`config.mk`:
```
export PLATFORM = sky130hd
export DESIGN_NAME = udp_socket_seq
export DESIGN_NICKNAME = d
export VERILOG_FILES = /design/src/rtl/udp_socket_seq_pkg.sv /design/src/rtl/udp_socket_seq_ctrl.sv /design/src/rtl/udp_socket_seq_dp.sv /design/src/rtl/udp_socket_seq.sv
export SDC_FILE = /design/constraint.sdc
export NUM_CORES = 1
export LEC_CHECK = 0
export CAP_MARGIN = 20
export CORE_ASPECT_RATIO = 0.8
export CORE_MARGIN = 5
export CORE_UTILIZATION = 31
export DETAILED_ROUTE_END_ITERATION = 12
export DONT_BUFFER_PORTS = 1
export GPL_TIMING_DRIVEN = 0
export HOLD_SLACK_MARGIN = 0.02
export PLACE_DENSITY_LB_ADDON = 0.08
export SLEW_MARGIN = 20
export SYNTH_ARGS = -nofsm -noshare
export SYNTH_HDL_FRONTEND = slang
export SYNTH_SLANG_ARGS = --single-unit
```
`constraint.sdc`:
```
create_clock -name clk -period 2.4 [get_ports clk]
set_input_delay 0.48 -clock clk [delete_from_list [all_inputs] [get_ports clk]]
set_output_delay 0.48 -clock clk [all_outputs]
set_load 0.01 [all_outputs]
```
`src/rtl/udp_socket_seq_pkg.sv`:
```
package udp_socket_seq_pkg;

  localparam int BYTE_W = 8;

  // register block codes decoded by the frame engine
  localparam logic [4:0] BLK_SOCK  = 5'd1;
  localparam logic [4:0] BLK_TXBUF = 5'd2;
  localparam logic [4:0] BLK_RXBUF = 5'd3;

  // socket command bytes
  localparam logic [BYTE_W-1:0] CMD_RECV = 8'h40;
  localparam logic [BYTE_W-1:0] CMD_SEND = 8'h20;

  typedef enum logic [3:0] {
    ST_IDLE,
    ST_POLL,
    ST_RDPTR,
    ST_RDBUF,
    ST_WRPTR,
    ST_RXCMD,
    ST_FREE,
    ST_TXPTR,
    ST_WRBUF,
    ST_TXWPTR,
    ST_TXCMD
  } seqState_t;

  typedef struct packed {
    logic clrCount;
    logic latchRxSize;
    logic latchRxPtr;
    logic latchTxPtr;
    logic latchTxLen;
    logic addTxLen;
  } dpStrobe_t;

endpackage

```
`src/rtl/udp_socket_seq_ctrl.sv`:
```
module udp_socket_seq_ctrl
  import udp_socket_seq_pkg::*;
(
  input  logic      clk,
  input  logic      rstN,
  input  logic      feDone,
  input  logic      txReq,
  input  logic      rxSizeZero,
  input  logic      txFits,
  output seqState_t state,
  output dpStrobe_t stb,
  output logic      txDone,
  output logic      txReject
);

  seqState_t nextState;

  always_comb begin
    nextState    = state;
    stb          = '0;
    stb.clrCount = feDone;
    unique case (state)
      ST_IDLE: begin
        if (txReq) begin
          nextState      = ST_FREE;
          stb.latchTxLen = 1'b1;
        end else begin
          nextState = ST_POLL;
        end
      end
      ST_POLL: if (feDone) begin
        nextState       = rxSizeZero ? ST_IDLE : ST_RDPTR;
        stb.latchRxSize = !rxSizeZero;
      end
      ST_RDPTR: if (feDone) begin
        nextState      = ST_RDBUF;
        stb.latchRxPtr = 1'b1;
      end
      ST_RDBUF:  if (feDone) nextState = ST_WRPTR;
      ST_WRPTR:  if (feDone) nextState = ST_RXCMD;
      ST_RXCMD:  if (feDone) nextState = ST_IDLE;
      ST_FREE:   if (feDone) nextState = txFits ? ST_TXPTR : ST_IDLE;
      ST_TXPTR: if (feDone) begin
        nextState      = ST_WRBUF;
        stb.latchTxPtr = 1'b1;
      end
      ST_WRBUF: if (feDone) begin
        nextState    = ST_TXWPTR;
        stb.addTxLen = 1'b1;
      end
      ST_TXWPTR: if (feDone) nextState = ST_TXCMD;
      ST_TXCMD:  if (feDone) nextState = ST_IDLE;
      default:   nextState = ST_IDLE;
    endcase
  end

  always_ff @(posedge clk or negedge rstN) begin
    if (!rstN) begin
      state    <= ST_IDLE;
      txDone   <= 1'b0;
      txReject <= 1'b0;
    end else begin
      state    <= nextState;
      txDone   <= (state == ST_TXCMD) && feDone;
      txReject <= (state == ST_FREE) && feDone && !txFits;
    end
  end

endmodule

```
`src/rtl/udp_socket_seq_dp.sv`:
```
module udp_socket_seq_dp
  import udp_socket_seq_pkg::*;
#(
  parameter int               PTR_W       = 16,
  parameter logic [PTR_W-1:0] RXSIZE_ADDR = 16'h0026,
  parameter logic [PTR_W-1:0] RXRD_ADDR   = 16'h0028,
  parameter logic [PTR_W-1:0] TXFREE_ADDR = 16'h0020,
  parameter logic [PTR_W-1:0] TXWR_ADDR   = 16'h0024,
  parameter logic [PTR_W-1:0] CMD_ADDR    = 16'h0001
) (
  input  logic              clk,
  input  logic              rstN,
  input  seqState_t         state,
  input  dpStrobe_t         stb,
  input  logic [BYTE_W-1:0] feRdData,
  input  logic              feRdValid,
  input  logic              feWrPull,
  input  logic [PTR_W-1:0]  txLen,
  input  logic [BYTE_W-1:0] txData,
  output logic              feReq,
  output logic              feWrite,
  output logic [4:0]        feBlock,
  output logic [PTR_W-1:0]  feAddr,
  output logic [PTR_W-1:0]  feLen,
  output logic [BYTE_W-1:0] feWrData,
  output logic              txPull,
  output logic [BYTE_W-1:0] rxData,
  output logic              rxValid,
  output logic              rxLast,
  output logic              rxSizeZero,
  output logic              txFits
);

  localparam int               PTR_BYTES = PTR_W / BYTE_W;
  localparam logic [PTR_W-1:0] REG_LEN   = PTR_W'(PTR_BYTES);
  localparam logic [PTR_W-1:0] CMD_LEN   = PTR_W'(1);

  logic [PTR_W-1:0] rdWord;
  logic [PTR_W-1:0] byteCnt;
  logic [PTR_W-1:0] rxSizeQ;
  logic [PTR_W-1:0] rxPtr;
  logic [PTR_W-1:0] rxBase;
  logic [PTR_W-1:0] txPtr;
  logic [PTR_W-1:0] txLenQ;

  // pick byte idx of a pointer word, most significant byte at idx 0
  function automatic logic [BYTE_W-1:0] selByte(input logic [PTR_W-1:0] w,
                                                input logic [PTR_W-1:0] idx);
    logic [PTR_W-1:0] shifted;
    shifted = w >> (BYTE_W * (PTR_BYTES - 1 - int'(idx)));
    return shifted[BYTE_W-1:0];
  endfunction

  always_ff @(posedge clk or negedge rstN) begin
    if (!rstN) begin
      rdWord  <= '0;
      byteCnt <= '0;
    end else begin
      if (feRdValid) rdWord <= {rdWord[PTR_W-BYTE_W-1:0], feRdData};
      if (stb.clrCount)               byteCnt <= '0;
      else if (feRdValid || feWrPull) byteCnt <= byteCnt + PTR_W'(1);
    end
  end

  always_ff @(posedge clk or negedge rstN) begin
    if (!rstN) begin
      rxSizeQ <= '0;
      rxPtr   <= '0;
      rxBase  <= '0;
      txPtr   <= '0;
      txLenQ  <= '0;
    end else begin
      if (stb.latchRxSize) rxSizeQ <= rdWord;
      if (stb.latchRxPtr) begin
        rxPtr  <= rdWord;
        rxBase <= rdWord;
      end else if (state == ST_RDBUF && feRdValid) begin
        rxPtr <= rxPtr + PTR_W'(1);
      end
      if (stb.latchTxLen) txLenQ <= txLen;
      if (stb.latchTxPtr)    txPtr <= rdWord;
      else if (stb.addTxLen) txPtr <= txPtr + txLenQ;
    end
  end

  always_ff @(posedge clk or negedge rstN) begin
    if (!rstN) begin
      rxData  <= '0;
      rxValid <= 1'b0;
      rxLast  <= 1'b0;
    end else begin
      rxValid <= (state == ST_RDBUF) && feRdValid;
      rxLast  <= (state == ST_RDBUF) && feRdValid && (byteCnt == rxSizeQ - PTR_W'(1));
      if ((state == ST_RDBUF) && feRdValid) rxData <= feRdData;
    end
  end

  always_comb begin
    feReq    = (state != ST_IDLE);
    feWrite  = 1'b0;
    feBlock  = BLK_SOCK;
    feAddr   = '0;
    feLen    = REG_LEN;
    feWrData = '0;
    unique case (state)
      ST_POLL:  feAddr = RXSIZE_ADDR;
      ST_RDPTR: feAddr = RXRD_ADDR;
      ST_RDBUF: begin
        feBlock = BLK_RXBUF;
        feAddr  = rxBase;
        feLen   = rxSizeQ;
      end
      ST_WRPTR: begin
        feWrite  = 1'b1;
        feAddr   = RXRD_ADDR;
        feWrData = selByte(rxPtr, byteCnt);
      end
      ST_RXCMD: begin
        feWrite  = 1'b1;
        feAddr   = CMD_ADDR;
        feLen    = CMD_LEN;
        feWrData = CMD_RECV;
      end
      ST_FREE:  feAddr = TXFREE_ADDR;
      ST_TXPTR: feAddr = TXWR_ADDR;
      ST_WRBUF: begin
        feWrite  = 1'b1;
        feBlock  = BLK_TXBUF;
        feAddr   = txPtr;
        feLen    = txLenQ;
        feWrData = txData;
      end
      ST_TXWPTR: begin
        feWrite  = 1'b1;
        feAddr   = TXWR_ADDR;
        feWrData = selByte(txPtr, byteCnt);
      end
      ST_TXCMD: begin
        feWrite  = 1'b1;
        feAddr   = CMD_ADDR;
        feLen    = CMD_LEN;
        feWrData = CMD_SEND;
      end
      default: ;
    endcase
  end

  assign txPull     = feWrPull && (state == ST_WRBUF);
  assign rxSizeZero = (rdWord == '0);
  assign txFits     = (rdWord >= txLenQ);

endmodule

```
`src/rtl/udp_socket_seq.sv`:
```
module udp_socket_seq
  import udp_socket_seq_pkg::*;
#(
  parameter int               PTR_W       = 16,
  parameter logic [PTR_W-1:0] RXSIZE_ADDR = 16'h0026,
  parameter logic [PTR_W-1:0] RXRD_ADDR   = 16'h0028,
  parameter logic [PTR_W-1:0] TXFREE_ADDR = 16'h0020,
  parameter logic [PTR_W-1:0] TXWR_ADDR   = 16'h0024,
  parameter logic [PTR_W-1:0] CMD_ADDR    = 16'h0001
) (
  input  logic              clk,
  input  logic              rstN,
  output logic              feReq,
  output logic              feWrite,
  output logic [4:0]        feBlock,
  output logic [PTR_W-1:0]  feAddr,
  output logic [PTR_W-1:0]  feLen,
  output logic [BYTE_W-1:0] feWrData,
  input  logic              feWrPull,
  input  logic [BYTE_W-1:0] feRdData,
  input  logic              feRdValid,
  input  logic              feDone,
  output logic [BYTE_W-1:0] rxData,
  output logic              rxValid,
  output logic              rxLast,
  input  logic              txReq,
  input  logic [PTR_W-1:0]  txLen,
  input  logic [BYTE_W-1:0] txData,
  output logic              txPull,
  output logic              txDone,
  output logic              txReject
);

  seqState_t state;
  dpStrobe_t stb;
  logic      rxSizeZero;
  logic      txFits;

  udp_socket_seq_ctrl u_ctrl (
    .clk        (clk),
    .rstN       (rstN),
    .feDone     (feDone),
    .txReq      (txReq),
    .rxSizeZero (rxSizeZero),
    .txFits     (txFits),
    .state      (state),
    .stb        (stb),
    .txDone     (txDone),
    .txReject   (txReject)
  );

  udp_socket_seq_dp #(
    .PTR_W       (PTR_W),
    .RXSIZE_ADDR (RXSIZE_ADDR),
    .RXRD_ADDR   (RXRD_ADDR),
    .TXFREE_ADDR (TXFREE_ADDR),
    .TXWR_ADDR   (TXWR_ADDR),
    .CMD_ADDR    (CMD_ADDR)
  ) u_dp (
    .clk        (clk),
    .rstN       (rstN),
    .state      (state),
    .stb        (stb),
    .feRdData   (feRdData),
    .feRdValid  (feRdValid),
    .feWrPull   (feWrPull),
    .txLen      (txLen),
    .txData     (txData),
    .feReq      (feReq),
    .feWrite    (feWrite),
    .feBlock    (feBlock),
    .feAddr     (feAddr),
    .feLen      (feLen),
    .feWrData   (feWrData),
    .txPull     (txPull),
    .rxData     (rxData),
    .rxValid    (rxValid),
    .rxLast     (rxLast),
    .rxSizeZero (rxSizeZero),
    .txFits     (txFits)
  );

endmodule

```
==> impl_metrics.env <==
export IMPL_status="finished with violations"
export IMPL_violations="hold timing, setup timing"
export IMPL_peakVddDrop_uv=691
export IMPL_seqPwrFrac_pct=30.0
export IMPL_min_period_ns=2.68
export IMPL_synth_area_um2=7970
export IMPL_portBuffers=0
export IMPL_postPlaceCellArea_um2=8390
export IMPL_hold_slack_ns=-0.260
export IMPL_end_kind="output port"
export IMPL_synth_area_top_cells="dfrtp_1 40%, nand2_1 6.8%, mux2_2 6.2%, ha_1 5.7%, o21ai_0 4.0%"
export IMPL_crit_type="flip-flop to output port"
export IMPL_clock_skew_ns=0.00770
export IMPL_async_flop_share_pct=100
export IMPL_htree_levels=4
export IMPL_crit_arrival_ns=2.20
export IMPL_p_int_uw=7850
export IMPL_finalHoldViolCount=128
export IMPL_seqCellArea_um2=3220
export IMPL_fill_cells=2476
export IMPL_synth_largest_area_cell="dfrtp_1"
export IMPL_grt_max_degree=129
export IMPL_cts_buffers=17
export IMPL_ant_nets=0
export IMPL_drv_slew=0
export IMPL_die_height_um=153
export IMPL_worstSetupStartpointType="flip-flop"
export IMPL_synth_top_area_share_pct=40.2
export IMPL_grt_usage_pct=20.5
export IMPL_dr_pass1_iters=5
export IMPL_clock_path_buffers=2
export IMPL_ys_ff_latch=128
export IMPL_routedWlPerCell_um=23.3
export IMPL_n_antenna_cell=0
export IMPL_comb_power_share_pct=48.4
export IMPL_synth_main_ff_cell="dfrtp_1"
export IMPL_dp_hpwl_um=21300
export IMPL_switchingPower_uw=6120
export IMPL_hold_path_class="input port to asynchronous set/reset pin"
export IMPL_p_per_area_nw_per_um2=1370
export IMPL_clk_pin_slew_worst_paths_ns=0.06
export IMPL_drc=0
export IMPL_setup_reg_to_reg_worst_slack_ns=-0.11
export IMPL_netlist_cell_type_count=69
export IMPL_worst_pin_slew_ns=0.908
export IMPL_setup_viol=38
export IMPL_rows=52
export IMPL_worst_slack_ns=-0.283
export IMPL_cp_data_required_time_ns=1.92
export IMPL_seq_area_frac_synth_pct=40.2
export IMPL_cts_sinks=128
export IMPL_ys_warn_count=0
export IMPL_routabilityCongestion=0.892
export IMPL_layout_drive_gt1_share_pct=27.3
export IMPL_grt_pass1_wl_um=45000
export IMPL_maxCapViolCount=0
export IMPL_vias=6992
export IMPL_first_global_vias=6816
export IMPL_rsz0062_at_grt="yes"
export IMPL_initial_utilization_pct=31.5
export IMPL_place_ws_ns=-0.893
export IMPL_cts_root_buf="clkbuf_16"
export IMPL_leakagePower_uw=0.00441
export IMPL_grt_overflow=0
export IMPL_drtIter0Drc=560
export IMPL_postRouteWirelength_um=29600
export IMPL_die_area_um2=29000
export IMPL_clock_latency_ns=0.44
export IMPL_multi_input_area_um2=5060
export IMPL_synthToLayoutAreaGrowth_pct=27.5
export IMPL_core_area_um2=25300
export IMPL_pin_count=98
export IMPL_synth_edf_count=0
export IMPL_fp_dieW_um=189
export IMPL_crit_fanout=8
export IMPL_max_freq_mhz=373
export IMPL_antenna_found_initial=2
export IMPL_slew_headroom_pct=39.5
export IMPL_design_area_um2=10200
export IMPL_switching_share_pct=43.8
export IMPL_power_frac_clock_pct=21.6
export IMPL_tritoncts="done"
export IMPL_avgViaCountPerCell=5.50
export IMPL_period_share_pct=112
export IMPL_syn_instance_count=879
export IMPL_syn_area_per_cell_um2=9.07
export IMPL_fin_nets=1009
[layout by cell type, fill, tap and decap left out, drive strengths merged, types with 22 or more instances in the layout]
cell type,count
nand2,144
dfrtp,128
nor2,64
o21ai,64
buf,57
mux2,44
a21oi,44
clkbuf,42
inv,40
ha,36
nand3,28
xnor2,26
nor3,23
xor2,22
[per-stage QoR]
| stage | cells | TNS (ns) | util, % | total power (uW) |
|---|---|---|---|---|
| floorplan | 881 | 0 | - | 7790 |
| global placement | 1205 | -39.86 | 33.2 | 9490 |
| detailed placement | 1205 | -38.48 | 33.2 | 9490 |
| CTS | 1256 | -2.27 | 38.9 | 13500 |
| global route | 1271 | -8.29 | 40.2 | 14900 |
| finish | 1271 | -5.11 | 40.2 | 14000 |
[power by group through the flow]
| stage | sequential (uW) | combinational, uW | clock [uW] |
|---|---|---|---|
| detailed placement | 4050 | 5440 | 0 |
| global placement | 4060 | 5430 | 0 |
| finish | 4190 | 6770 | 3020 |
| CTS | 4120 | 6270 | 3070 |
| global route | 4270 | 7500 | 3170 |
| floorplan | 3540 | 4250 | 0 |
[state kept, by name (all words and copies together) (netlist names), 8 cells and up]
| name | count |
|---|---|
| u_dp.rxSizeQ | 16 |
| u_dp.txLenQ | 16 |
| u_dp.rdWord | 16 |
| u_dp.rxData | 8 |
| u_dp.rxBase | 16 |
| u_dp.txPtr | 16 |
| u_dp.byteCnt | 16 |
| u_dp.rxPtr | 16 |
[final timing paths]
| kind | startpoint | to | cells past startpoint |
|---|---|---|---|
| max in group asynchronous | rstN | u_dp.txPtr[12] | 0 |
| min reg2reg | u_dp.rxBase[1] | u_dp.rxBase[1] | 2 |
| max | u_ctrl.state[2] | feWrData[0] | 5 |
| max reg2reg | u_dp.txPtr[0] | u_dp.txPtr[10] | 10 |
| min in group clk | feRdData[4] | u_dp.rxData[4] | 2 |
| min | rstN | u_dp.byteCnt[11] | 0 |
[cell usage after synthesis, types with 20 or more instances]
master	n
nand2_1	144
xor2_1	22
clkbuf_1	32
inv_1	37
ha_1	36
a21oi_1	44
o21ai_0	63
xnor2_1	26
nor2_1	63
dfrtp_1	128
nor3_1	20
nand3_1	27
mux2_2	44
[critical path: stages (launching register included)]
cell and delay [ns]:
dfrtp_2 0.44, nand2b_4 0.17, nor3_4 0.21, buf_12 0.16, mux4_2 0.51, a22o_4 0.26
[routing by layer]
| layer | track usage (%) | share of wire [%] |
|---|---|---|
| met5 | 0 | 0.078 |
| met4 | 4.75 | 1.3 |
| met3 | 4.90 | 5.9 |
| met2 | 28.8 | 42 |
| met1 | 31.5 | 51 |
[what timing repair did]
action,in CTS,in global routing
pin swaps,20,33
gates cloned,1,1
gates resized for setup,158,52
setup buffers,25,15
endpoints found under the setup margin,116,76
hold endpoints to repair,128,128
[cell families (layout without fill, tap and decap cells)]
group	count (synthesis)	after routing	share of synthesized area (%)
flops	128	128	40.2
mux	54	54	8.73
fa+ha+maj	37	37	5.90
buf+inv	84	150	4.19
compound gates	205	205	16.7
xor+xnor	48	48	5.27
other cells	1	3	0.0470
simple gates	322	322	19.0
[area by class of cell]
type | count | area share (%)
repair buffers | 42 | 3.79
multi-input cells | 669 | 49.7
clock buffers | 18 | 4.32
flip-flops and latches | 128 | 31.7
well taps | 324 | 3.99
plain buffers | 39 | 2.74
inverters | 37 | 1.48
clock inverters | 14 | 2.24
No activity file was read; power rests on OpenSTA's default activity.
